--- config.mk ---
export PLATFORM = sky130hd
export DESIGN_NAME = csma_backoff_ctrl
export DESIGN_NICKNAME = d
export VERILOG_FILES = /design/src/rtl/csma_bo_pkg.sv /design/src/rtl/csma_idle_timer.sv /design/src/rtl/csma_ack_window.sv /design/src/rtl/csma_backoff_cnt.sv /design/src/rtl/csma_cw_reg.sv /design/src/rtl/csma_backoff_ctrl.sv
export SDC_FILE = /design/constraint.sdc
export NUM_CORES = 1
export LEC_CHECK = 0
export ABC_AREA = 1
export CAP_MARGIN = 20
export CORE_AREA = 2 2 73 75
export DETAILED_ROUTE_END_ITERATION = 6
export DIE_AREA = 0 0 75 77
export PLACE_DENSITY = 0.74
export SYNTH_ARGS = -nofsm -noshare
export SYNTH_HDL_FRONTEND = slang
export SYNTH_SLANG_ARGS = --single-unit
--- constraint.sdc ---
create_clock -name clk -period 2.12 [get_ports clk]
set_input_delay 0.212 -clock clk [delete_from_list [all_inputs] [get_ports clk]]
set_output_delay 0.212 -clock clk [all_outputs]
set_load 0.005 [all_outputs]
--- src/rtl/csma_bo_pkg.sv ---
package csma_bo_pkg;

    typedef enum logic [2:0] {
        ST_IDLE,
        ST_DIFS,
        ST_BACKOFF,
        ST_TXWAIT,
        ST_ACKWAIT
    } csma_state_e;

    typedef enum logic [1:0] {
        CW_HOLD,
        CW_RESET,
        CW_GROW
    } cw_op_e;

    typedef struct packed {
        logic drop;
        logic tmo;
        logic grant;
    } csma_pulse_t;

endpackage

--- src/rtl/csma_idle_timer.sv ---
module csma_idle_timer #(
    parameter int LIMIT = 8
) (
    input  logic clk,
    input  logic rst,
    input  logic clr,
    input  logic busy,
    output logic done
);
    localparam int W = (LIMIT > 1) ? $clog2(LIMIT) : 1;
    localparam logic [W-1:0] TOP = W'(LIMIT - 1);

    logic [W-1:0] cnt_q;

    // done marks the edge that completes LIMIT consecutive idle cycles
    assign done = !clr && !busy && (cnt_q == TOP);

    always_ff @(posedge clk) begin
        if (rst || clr || busy) begin
            cnt_q <= '0;
        end else if (cnt_q == TOP) begin
            cnt_q <= '0;
        end else begin
            cnt_q <= cnt_q + 1'b1;
        end
    end
endmodule

--- src/rtl/csma_ack_window.sv ---
module csma_ack_window #(
    parameter int SIFS_CYC   = 16,
    parameter int ACK_TO_CYC = 40
) (
    input  logic clk,
    input  logic rst,
    input  logic start,
    output logic open_win,
    output logic expire
);
    localparam int LIM = SIFS_CYC + ACK_TO_CYC;
    localparam int W   = $clog2(LIM + 1);
    localparam logic [W-1:0] LIM_V  = W'(LIM);
    localparam logic [W-1:0] SIFS_V = W'(SIFS_CYC);

    logic [W-1:0] cnt_q;

    // cnt_q holds the number of edges since the tx_done edge
    assign open_win = (cnt_q >= SIFS_V);
    assign expire   = (cnt_q == LIM_V);

    always_ff @(posedge clk) begin
        if (rst) begin
            cnt_q <= '0;
        end else if (start) begin
            cnt_q <= W'(1);
        end else if (cnt_q != LIM_V) begin
            cnt_q <= cnt_q + 1'b1;
        end
    end
endmodule

--- src/rtl/csma_backoff_cnt.sv ---
module csma_backoff_cnt #(
    parameter int CW_W = 10
) (
    input  logic            clk,
    input  logic            rst,
    input  logic            load,
    input  logic [CW_W-1:0] rnd,
    input  logic [CW_W-1:0] mask,
    input  logic            dec,
    output logic            last
);
    logic [CW_W-1:0] bo_q;
    logic [CW_W-1:0] draw;

    always_comb begin
        draw = rnd & mask;
        if (draw == '0) begin
            draw = CW_W'(1);
        end
    end

    assign last = (bo_q == CW_W'(1));

    always_ff @(posedge clk) begin
        if (rst) begin
            bo_q <= CW_W'(1);
        end else if (load) begin
            bo_q <= draw;
        end else if (dec && !last) begin
            bo_q <= bo_q - 1'b1;
        end
    end
endmodule

--- src/rtl/csma_cw_reg.sv ---
module csma_cw_reg
    import csma_bo_pkg::*;
#(
    parameter int CW_W        = 10,
    parameter int CW_MIN      = 15,
    parameter int CW_MAX      = 1023,
    parameter int RETRY_LIMIT = 7
) (
    input  logic            clk,
    input  logic            rst,
    input  cw_op_e          op,
    output logic [CW_W-1:0] cw,
    output logic [CW_W-1:0] cw_grown,
    output logic            last_try
);
    localparam int RW = $clog2(RETRY_LIMIT + 1);
    localparam logic [CW_W-1:0] MIN_V  = CW_W'(CW_MIN);
    localparam logic [CW_W-1:0] MAX_V  = CW_W'(CW_MAX);
    localparam logic [CW_W:0]   MAX_X  = (CW_W+1)'(CW_MAX);
    localparam logic [RW-1:0]   LAST_V = RW'(RETRY_LIMIT - 1);

    logic [CW_W-1:0] cw_q;
    logic [RW-1:0]   retry_q;
    logic [CW_W:0]   dbl;

    assign dbl      = {cw_q, 1'b1};
    assign cw_grown = (dbl > MAX_X) ? MAX_V : dbl[CW_W-1:0];
    assign cw       = cw_q;
    assign last_try = (retry_q == LAST_V);

    always_ff @(posedge clk) begin
        if (rst) begin
            cw_q    <= MIN_V;
            retry_q <= '0;
        end else begin
            case (op)
                CW_RESET: begin
                    cw_q    <= MIN_V;
                    retry_q <= '0;
                end
                CW_GROW: begin
                    cw_q    <= cw_grown;
                    retry_q <= retry_q + 1'b1;
                end
                default: begin
                    cw_q    <= cw_q;
                    retry_q <= retry_q;
                end
            endcase
        end
    end
endmodule

--- src/rtl/csma_backoff_ctrl.sv ---
module csma_backoff_ctrl
    import csma_bo_pkg::*;
#(
    parameter int DIFS_CYC    = 34,
    parameter int SIFS_CYC    = 16,
    parameter int SLOT_CYC    = 9,
    parameter int ACK_TO_CYC  = 40,
    parameter int CW_MIN      = 15,
    parameter int CW_MAX      = 1023,
    parameter int RETRY_LIMIT = 7,
    parameter int CW_W        = $clog2(CW_MAX + 1)
) (
    input  logic            clk,
    input  logic            rst,
    input  logic            chan_busy,
    input  logic            frame_req,
    input  logic            tx_done,
    input  logic            ack_rx,
    input  logic [CW_W-1:0] rnd_i,
    output logic            tx_grant,
    output logic            ack_timeout,
    output logic            tx_drop,
    output logic [CW_W-1:0] cw_o
);
    csma_state_e     state_q, state_d;
    csma_pulse_t     pulse_q, pulse_d;
    cw_op_e          cw_op;
    logic            difs_clr, difs_done;
    logic            slot_clr, slot_done;
    logic            bo_load, bo_dec, bo_last;
    logic [CW_W-1:0] bo_mask;
    logic            ack_start, ack_open, ack_expire;
    logic [CW_W-1:0] cw_cur, cw_grown;
    logic            last_try;

    assign difs_clr = (state_q != ST_DIFS);
    assign slot_clr = (state_q != ST_BACKOFF);
    // a retry draws its backoff from the window it is about to use
    assign bo_mask  = (state_q == ST_ACKWAIT) ? cw_grown : cw_cur;

    csma_idle_timer #(.LIMIT(DIFS_CYC)) u_difs (
        .clk  (clk),
        .rst  (rst),
        .clr  (difs_clr),
        .busy (chan_busy),
        .done (difs_done)
    );

    csma_idle_timer #(.LIMIT(SLOT_CYC)) u_slot (
        .clk  (clk),
        .rst  (rst),
        .clr  (slot_clr),
        .busy (chan_busy),
        .done (slot_done)
    );

    csma_backoff_cnt #(.CW_W(CW_W)) u_bo (
        .clk  (clk),
        .rst  (rst),
        .load (bo_load),
        .rnd  (rnd_i),
        .mask (bo_mask),
        .dec  (bo_dec),
        .last (bo_last)
    );

    csma_ack_window #(.SIFS_CYC(SIFS_CYC), .ACK_TO_CYC(ACK_TO_CYC)) u_ackw (
        .clk      (clk),
        .rst      (rst),
        .start    (ack_start),
        .open_win (ack_open),
        .expire   (ack_expire)
    );

    csma_cw_reg #(
        .CW_W        (CW_W),
        .CW_MIN      (CW_MIN),
        .CW_MAX      (CW_MAX),
        .RETRY_LIMIT (RETRY_LIMIT)
    ) u_cw (
        .clk      (clk),
        .rst      (rst),
        .op       (cw_op),
        .cw       (cw_cur),
        .cw_grown (cw_grown),
        .last_try (last_try)
    );

    always_comb begin
        state_d   = state_q;
        pulse_d   = '0;
        cw_op     = CW_HOLD;
        bo_load   = 1'b0;
        bo_dec    = 1'b0;
        ack_start = 1'b0;
        case (state_q)
            ST_IDLE: begin
                if (frame_req) begin
                    bo_load = 1'b1;
                    state_d = ST_DIFS;
                end
            end
            ST_DIFS: begin
                if (difs_done) begin
                    state_d = ST_BACKOFF;
                end
            end
            ST_BACKOFF: begin
                if (chan_busy) begin
                    state_d = ST_DIFS;
                end else if (slot_done) begin
                    if (bo_last) begin
                        pulse_d.grant = 1'b1;
                        state_d       = ST_TXWAIT;
                    end else begin
                        bo_dec = 1'b1;
                    end
                end
            end
            ST_TXWAIT: begin
                if (tx_done) begin
                    ack_start = 1'b1;
                    state_d   = ST_ACKWAIT;
                end
            end
            ST_ACKWAIT: begin
                if (ack_rx && ack_open) begin
                    cw_op   = CW_RESET;
                    state_d = ST_IDLE;
                end else if (ack_expire) begin
                    pulse_d.tmo = 1'b1;
                    if (last_try) begin
                        pulse_d.drop = 1'b1;
                        cw_op        = CW_RESET;
                        state_d      = ST_IDLE;
                    end else begin
                        cw_op   = CW_GROW;
                        bo_load = 1'b1;
                        state_d = ST_DIFS;
                    end
                end
            end
            default: state_d = ST_IDLE;
        endcase
    end

    always_ff @(posedge clk) begin
        if (rst) begin
            state_q <= ST_IDLE;
            pulse_q <= '0;
        end else begin
            state_q <= state_d;
            pulse_q <= pulse_d;
        end
    end

    assign tx_grant    = pulse_q.grant;
    assign ack_timeout = pulse_q.tmo;
    assign tx_drop     = pulse_q.drop;
    assign cw_o        = cw_cur;
endmodule

==> results of run 1 <==
==> routing by layer <==
metal  GRT usage  vias up  routed length, um
li1            -     1200                  -
met1      0.2717      993               2501
met2      0.2904       71               2237
met3     0.04468        8                341
met4     0.05714        0                 68
met5           0        -                  0
==> where the power goes <==
| part | switching [mW] | leakage, nW | internal, mW |
|---|---|---|---|
| registers | 0.0773 | 0.333 | 0.838 |
| logic | 0.482 | 0.941 | 0.277 |
| clock network | 0.283 | 0.0445 | 0.234 |
==> layout make-up <==
| cell class | count | area share |
|---|---|---|
| multi-input cells | 264 | 0.4728 |
| repair buffers | 30 | 0.1009 |
| clock buffers | 5 | 0.02435 |
| clock inverters | 3 | 0.007525 |
| well taps | 70 | 0.03099 |
| flip-flops and latches | 41 | 0.2904 |
| inverters | 55 | 0.07304 |
==> through the flow <==
stage / std cells / util
after floorplan: 371 / -
after global placement: 460 / 0.5493
after detailed placement: 460 / 0.5493
after CTS: 468 / 0.5674
after global routing: 468 / 0.5679
final: 468 / 0.5679
==> worst max-delay path: cells and delay by family (launching register included) <==
| family | cells | cell delay, ns |
|---|---|---|
| simple gates | 7 | 0.85 |
| fa+ha+maj | 2 | 0.36 |
| flops | 1 | 0.33 |
| buf+inv | 3 | 0.21 |
| compound gates | 1 | 0.11 |
==> worst max-delay path by stage <==
| stage | startpoint | to | slack [ns] | cells after the start |
|---|---|---|---|---|
| finish | u_ackw.cnt_q[0]$_SDFFE_PP0P_ | u_cw.retry_q[1]$_SDFFE_PP0P_ | 0.18 | 13 |
| global route | u_ackw.cnt_q[0]$_SDFFE_PP0P_ | u_cw.retry_q[1]$_SDFFE_PP0P_ | 0.02 | 13 |
| CTS | u_ackw.cnt_q[0]$_SDFFE_PP0P_ | u_cw.retry_q[1]$_SDFFE_PP0P_ | 0.16 | 13 |
| detailed placement | ack_rx | u_cw.retry_q[1]$_SDFFE_PP0P_ | 0.1 | 11 |
| global placement | ack_rx | u_cw.retry_q[1]$_SDFFE_PP0P_ | 0.11 | 11 |
| floorplan | u_ackw.cnt_q[0]$_SDFFE_PP0P_ | u_cw.retry_q[1]$_SDFFE_PP0P_ | 0.05 | 14 |
==> flip-flops by register name, indices dropped and copies added, names as in the netlist, 3 cells and up <==
signal and count:
u_bo.bo_q 10, u_ackw.cnt_q 6, u_cw.cw 6, u_difs.cnt_q 6, u_slot.cnt_q 4, state_q 3, u_cw.retry_q 3
==> layout by cell type, fill, tap and decap left out, drive strengths merged, types with 5 or more instances in the layout <==
cell type	count
clkdlybuf4s50	24
nand3	34
inv	56
o21ai	21
nor3	8
clkbuf	5
buf	6
dfxtp	41
ha	11
nand2	73
xor2	7
nor2	74
a21oi	18
==> kinds of logic after synthesis <==
family,count (synthesis)
and+or+nand+nor,198
buffers and inverters,66
AOI/OAI and AO/OA,41
DFF,41
adders and majority gates,11
xor gates and xnor gates,10
other,1
==> results.ini, run 1 <==
[outcome]
status=complete, no violations

[logic_synthesis]
yosysMostFrequentCell=nor2_1
yosys.area_share.xor_xnor=0.03616
synth_mux_area_frac=0
ys_ff_latch=41
yosysTopAreaCellShare=0.3388
yosys.area_share.adder=0.05682
synthTopCellsByCount=nor2_1 (69), nand2_1 (67), inv_1 (52)
synthSimpleGateAreaFrac=0.3647
yosys.area.top_type=dfxtp_1
synth_top_family_by_area=simple AND/OR/NAND/NOR gates
yosysSeqAreaShare=0.3388
synth_compound_gate_area_share=0.08678
synth.distinct_cells=29
synthFlopType=dfxtp_1
synth_area_sq_um=2422
yosys_warnings=0
netlist_instances=368
avgSynthCellArea_sq_um=6.582
synth_edf_count=0
synthTopCellsByArea=dfxtp_1 (34%), nor2_1 (11%), nand2_1 (10%), inv_1 (8.1%), nand3_1 (6.8%)
synthArstFlopShare=0

[route]
vias=2272
wire_per_inst_um=11.00
wl_um=5149
drc=0
dr.pass1.iters=4
initialDrtViolationCount=123
viasPerCell=4.855
ant_nets=0

[layout]
final_nets=424
drive_gt1_frac=0.08040
regArea_sq_um=820.8
fill_cells=514
design_area_sq_um=2826
area_growth_pct=16.68
antenna_cells=0
multi_input_area_sq_um=1336

[critical_path]
rr_endpoint=u_cw.retry_q[1]$_SDFFE_PP0P_
end_kind=flop
cp-start-kind=flop
cp_slowest_cell=dfxtp_1
cp_cell_sequence=inv_1 > ha_1 > nand2_1 > nor2_1 > nand2_2 > nor2_4 > nand2_4 > inv_1 > ha_1 > inv_1 > nand2_1 > or2_2 > a21oi_1
cp_max_fo=5
critPathArrivalTime_ns=2.17
reg2reg_from=u_ackw.cnt_q[0]$_SDFFE_PP0P_
crit_path_max_incr_delay_ns=0.33
r2r_slack_ns=0.18
path_class=reg2reg
worstRegToRegCells=13
cp.required_ns=2.35
path_common_cell=inv_1

[worst_hold_path]
hold_class=reg2reg
min_from=u_slot.cnt_q[0]$_SDFF_PP0_
min_path_cells=1
min_to=u_slot.cnt_q[0]$_SDFF_PP0_

[cts]
cts_setup_buffers=0
post_cts_resized=0
cts_buffer_depth=2
postCtsHoldBufs=0
insertion_delay_ns=0.29
root_buffer=clkbuf_8
clkTransAtPathRegs_ns=0.08
cts_tree=done
cts_buffers=5
cts_max_level=2
clkSinkCount=41

[sta]
hold_viol=0
fmax_mhz=515.9
fin_ws_ns=0.1818
rsz0062_at_grt=no
fin_worst_skew_ns=0.005564
timing.final.crit_period_ns=1.938
period_share=0.9143
tns_ns=0
holdWs_ns=0.4714
maxSlewViolCount=0
final-setup-viol-count=0

[floorplan]
core_region_area_sq_um=4977
start_util=0.4867
die_w_um=75
ioPinCount=29
fp-row-count=26
dieArea_sq_um=5775
die_y_um=77

[pwr]
ir_drop_uv=426.8
total_power_mw=2.192
powerDensity_nw_per_um2=775.5
p_leak_nw=1.318

[grt]
grt-ovfl-total=0
grt_usage=0.1930
grt_pass1_vias=2027
grt_max_degree=18
antenna_found_initial=0
grt_first_pass_wirelength_um=8811

[placement]
gp_congestion=0.8881
place_area_sq_um=2734
pre_cts_slack_ns=0.09816
post-dp-hpwl_um=3920
io_buffers=24

[flow_run]
drv_cap=0

Note: power is estimated with default switching activity, not from simulation.
==> run 2, diff against run 1 <==
- CORE_AREA: 2 2 73 75 -> 2 2 76 78
- DIE_AREA: 0 0 75 77 -> 0 0 78 80
- PLACE_DENSITY: 0.74 -> 0.69
==> run 2 against run 1 <==
  * Sequential power increased by 0.7%
  * Routed wire length increased by 2.1%
  * Hold slack improved by 0.0013 ns
  * Setup slack improved by 0.014 ns
  * Critical endpoint unchanged
==> results.ini, run 2 (synthesized netlist as in run 1, its figures left out) <==
[outcome]
status=complete, no violations

[critical_path]
cp_cell_sequence=inv_1 > ha_1 > nand2_1 > nor2_1 > nand2_2 > nor2_4 > nand2_4 > inv_1 > ha_1 > inv_1 > nand2_2 > or2_2 > a21oi_1
reg2reg_from=u_ackw.cnt_q[0]$_SDFFE_PP0P_
path_common_cell=inv_1
end_kind=flop
cp.required_ns=2.36
path_class=reg2reg
crit_path_max_incr_delay_ns=0.33
cp-start-kind=flop
cp_max_fo=5
critPathArrivalTime_ns=2.16
rr_endpoint=u_cw.retry_q[1]$_SDFFE_PP0P_
worstRegToRegCells=13
r2r_slack_ns=0.20
cp_slowest_cell=dfxtp_1

[floorplan]
die_w_um=78
ioPinCount=29
core_region_area_sq_um=5405
dieArea_sq_um=6240
start_util=0.4481
die_y_um=80
fp-row-count=27

[sta]
timing.final.crit_period_ns=1.924
final-setup-viol-count=0
fin_worst_skew_ns=0.005777
rsz0062_at_grt=no
fmax_mhz=519.8
tns_ns=0
maxSlewViolCount=0
period_share=0.9075
hold_viol=0

[placement]
io_buffers=24
gp_congestion=0.8640
post-dp-hpwl_um=3994

[cts]
cts_buffers=5
root_buffer=clkbuf_8
clkSinkCount=41
cts_max_level=2
cts_tree=done
insertion_delay_ns=0.30
cts_buffer_depth=2
clkTransAtPathRegs_ns=0.09

[route]
wire_per_inst_um=11.23
wl_um=5257
drc=0
dr.pass1.iters=4
ant_nets=0
viasPerCell=4.863
vias=2276
initialDrtViolationCount=125

[layout]
final_common_cell=nor2_1
area_growth_pct=16.27
antenna_cells=0
multi_input_area_sq_um=1339
largest_reg_flops=10
final_cell_mix=nor2_1 (69), nand2_1 (65), inv_1 (51)
regArea_sq_um=820.8
drive_gt1_frac=0.07828
final_nets=422
fill_cells=561
top_register=u_bo.bo_q

[worst_hold_path]
min_from=u_slot.cnt_q[0]$_SDFF_PP0_
min_to=u_slot.cnt_q[0]$_SDFF_PP0_
hold_class=reg2reg
min_path_cells=1

[pwr]
p_leak_nw=1.309
ir_drop_uv=405.1
total_power_mw=2.197
powerDensity_nw_per_um2=780.0

[grt]
grt_max_degree=18
grt-ovfl-total=0
antenna_found_initial=0
grt_usage=0.1857
grt_first_pass_wirelength_um=9335
grt_pass1_vias=2165

[flow_run]
drv_cap=0

==> run 2: cell types whose count changed in the layout (fill, tap and decap cells not counted), sizes merged <==
cell	delta
buf	-2
==> run 2: what timing repair did <==
action | 4_1_cts | 5_1_grt
setup endpoints to repair | 0 | 5
setup buffers | 0 | 0
gates resized for setup | 0 | 3
hold buffers | 0 | 0
==> run 2: per-layer routing <==
metal,up-vias,track usage,routed length (um)
met2,54,0.3147,2271
met4,0,0.07368,76
met3,8,0.03054,255
met5,-,0,0
met1,1012,0.2357,2652
li1,1202,-,-
==> run 2: area by class of cell <==
cell class / instances / share of cell area
Multi-Input combinational cell: 264 / 0.4753
Inverter: 55 / 0.07330
Clock inverter: 3 / 0.007552
Clock buffer: 5 / 0.02443
Timing Repair Buffer: 28 / 0.09596
Sequential cell: 41 / 0.2914
Tap cell: 72 / 0.03199
==> run 2: power by group <==
group          internal [mW]  switching, mW
clock network          0.234          0.298
registers              0.839         0.0830
logic                  0.269          0.475
==> run 2: through the flow <==
| step | cell area, sq um | setup WS (ns) | cells | util | hold WS [ns] |
|---|---|---|---|---|---|
| floorplan | 2434 | 0.04796 | 371 | - | 0.2905 |
| global placement | 2721 | 0.1121 | 460 | 0.5035 | 0.4484 |
| detailed placement | 2721 | 0.08289 | 460 | 0.5035 | 0.4644 |
| CTS | 2811 | 0.1379 | 468 | 0.5201 | 0.4836 |
| global route | 2816 | 0.03383 | 468 | 0.5211 | 0.5059 |
| finish | 2816 | 0.1962 | 468 | 0.5211 | 0.4727 |
==> run 2: worst max path at each step <==
stage | from | to | slack [ns] | cells past startpoint
after floorplan | u_ackw.cnt_q[0]$_SDFFE_PP0P_ | u_cw.retry_q[1]$_SDFFE_PP0P_ | 0.05 | 14
after CTS | u_ackw.cnt_q[0]$_SDFFE_PP0P_ | u_cw.retry_q[1]$_SDFFE_PP0P_ | 0.14 | 13
after detailed placement | ack_rx | u_cw.retry_q[1]$_SDFFE_PP0P_ | 0.08 | 11
after global placement | ack_rx | u_cw.retry_q[1]$_SDFFE_PP0P_ | 0.11 | 11
final | u_ackw.cnt_q[0]$_SDFFE_PP0P_ | u_cw.retry_q[1]$_SDFFE_PP0P_ | 0.20 | 13
after global routing | u_ackw.cnt_q[0]$_SDFFE_PP0P_ | u_cw.retry_q[1]$_SDFFE_PP0P_ | 0.03 | 13
==> run 2: worst max-delay path, delay by kind of cell (launching register included) <==
family                     cells  cell delay (ns)
adders and majority gates      2             0.38
and+or+nand+nor                7             0.80
buffers and inverters          3             0.24
AOI/OAI and AO/OA              1             0.11
DFF                            1             0.33
==> run 3, diff against run 2 <==
- TNS_END_PERCENT: not set -> 20
==> results of run 3 <==
The final DEF is identical to that of run 2; final timing and power are the same.
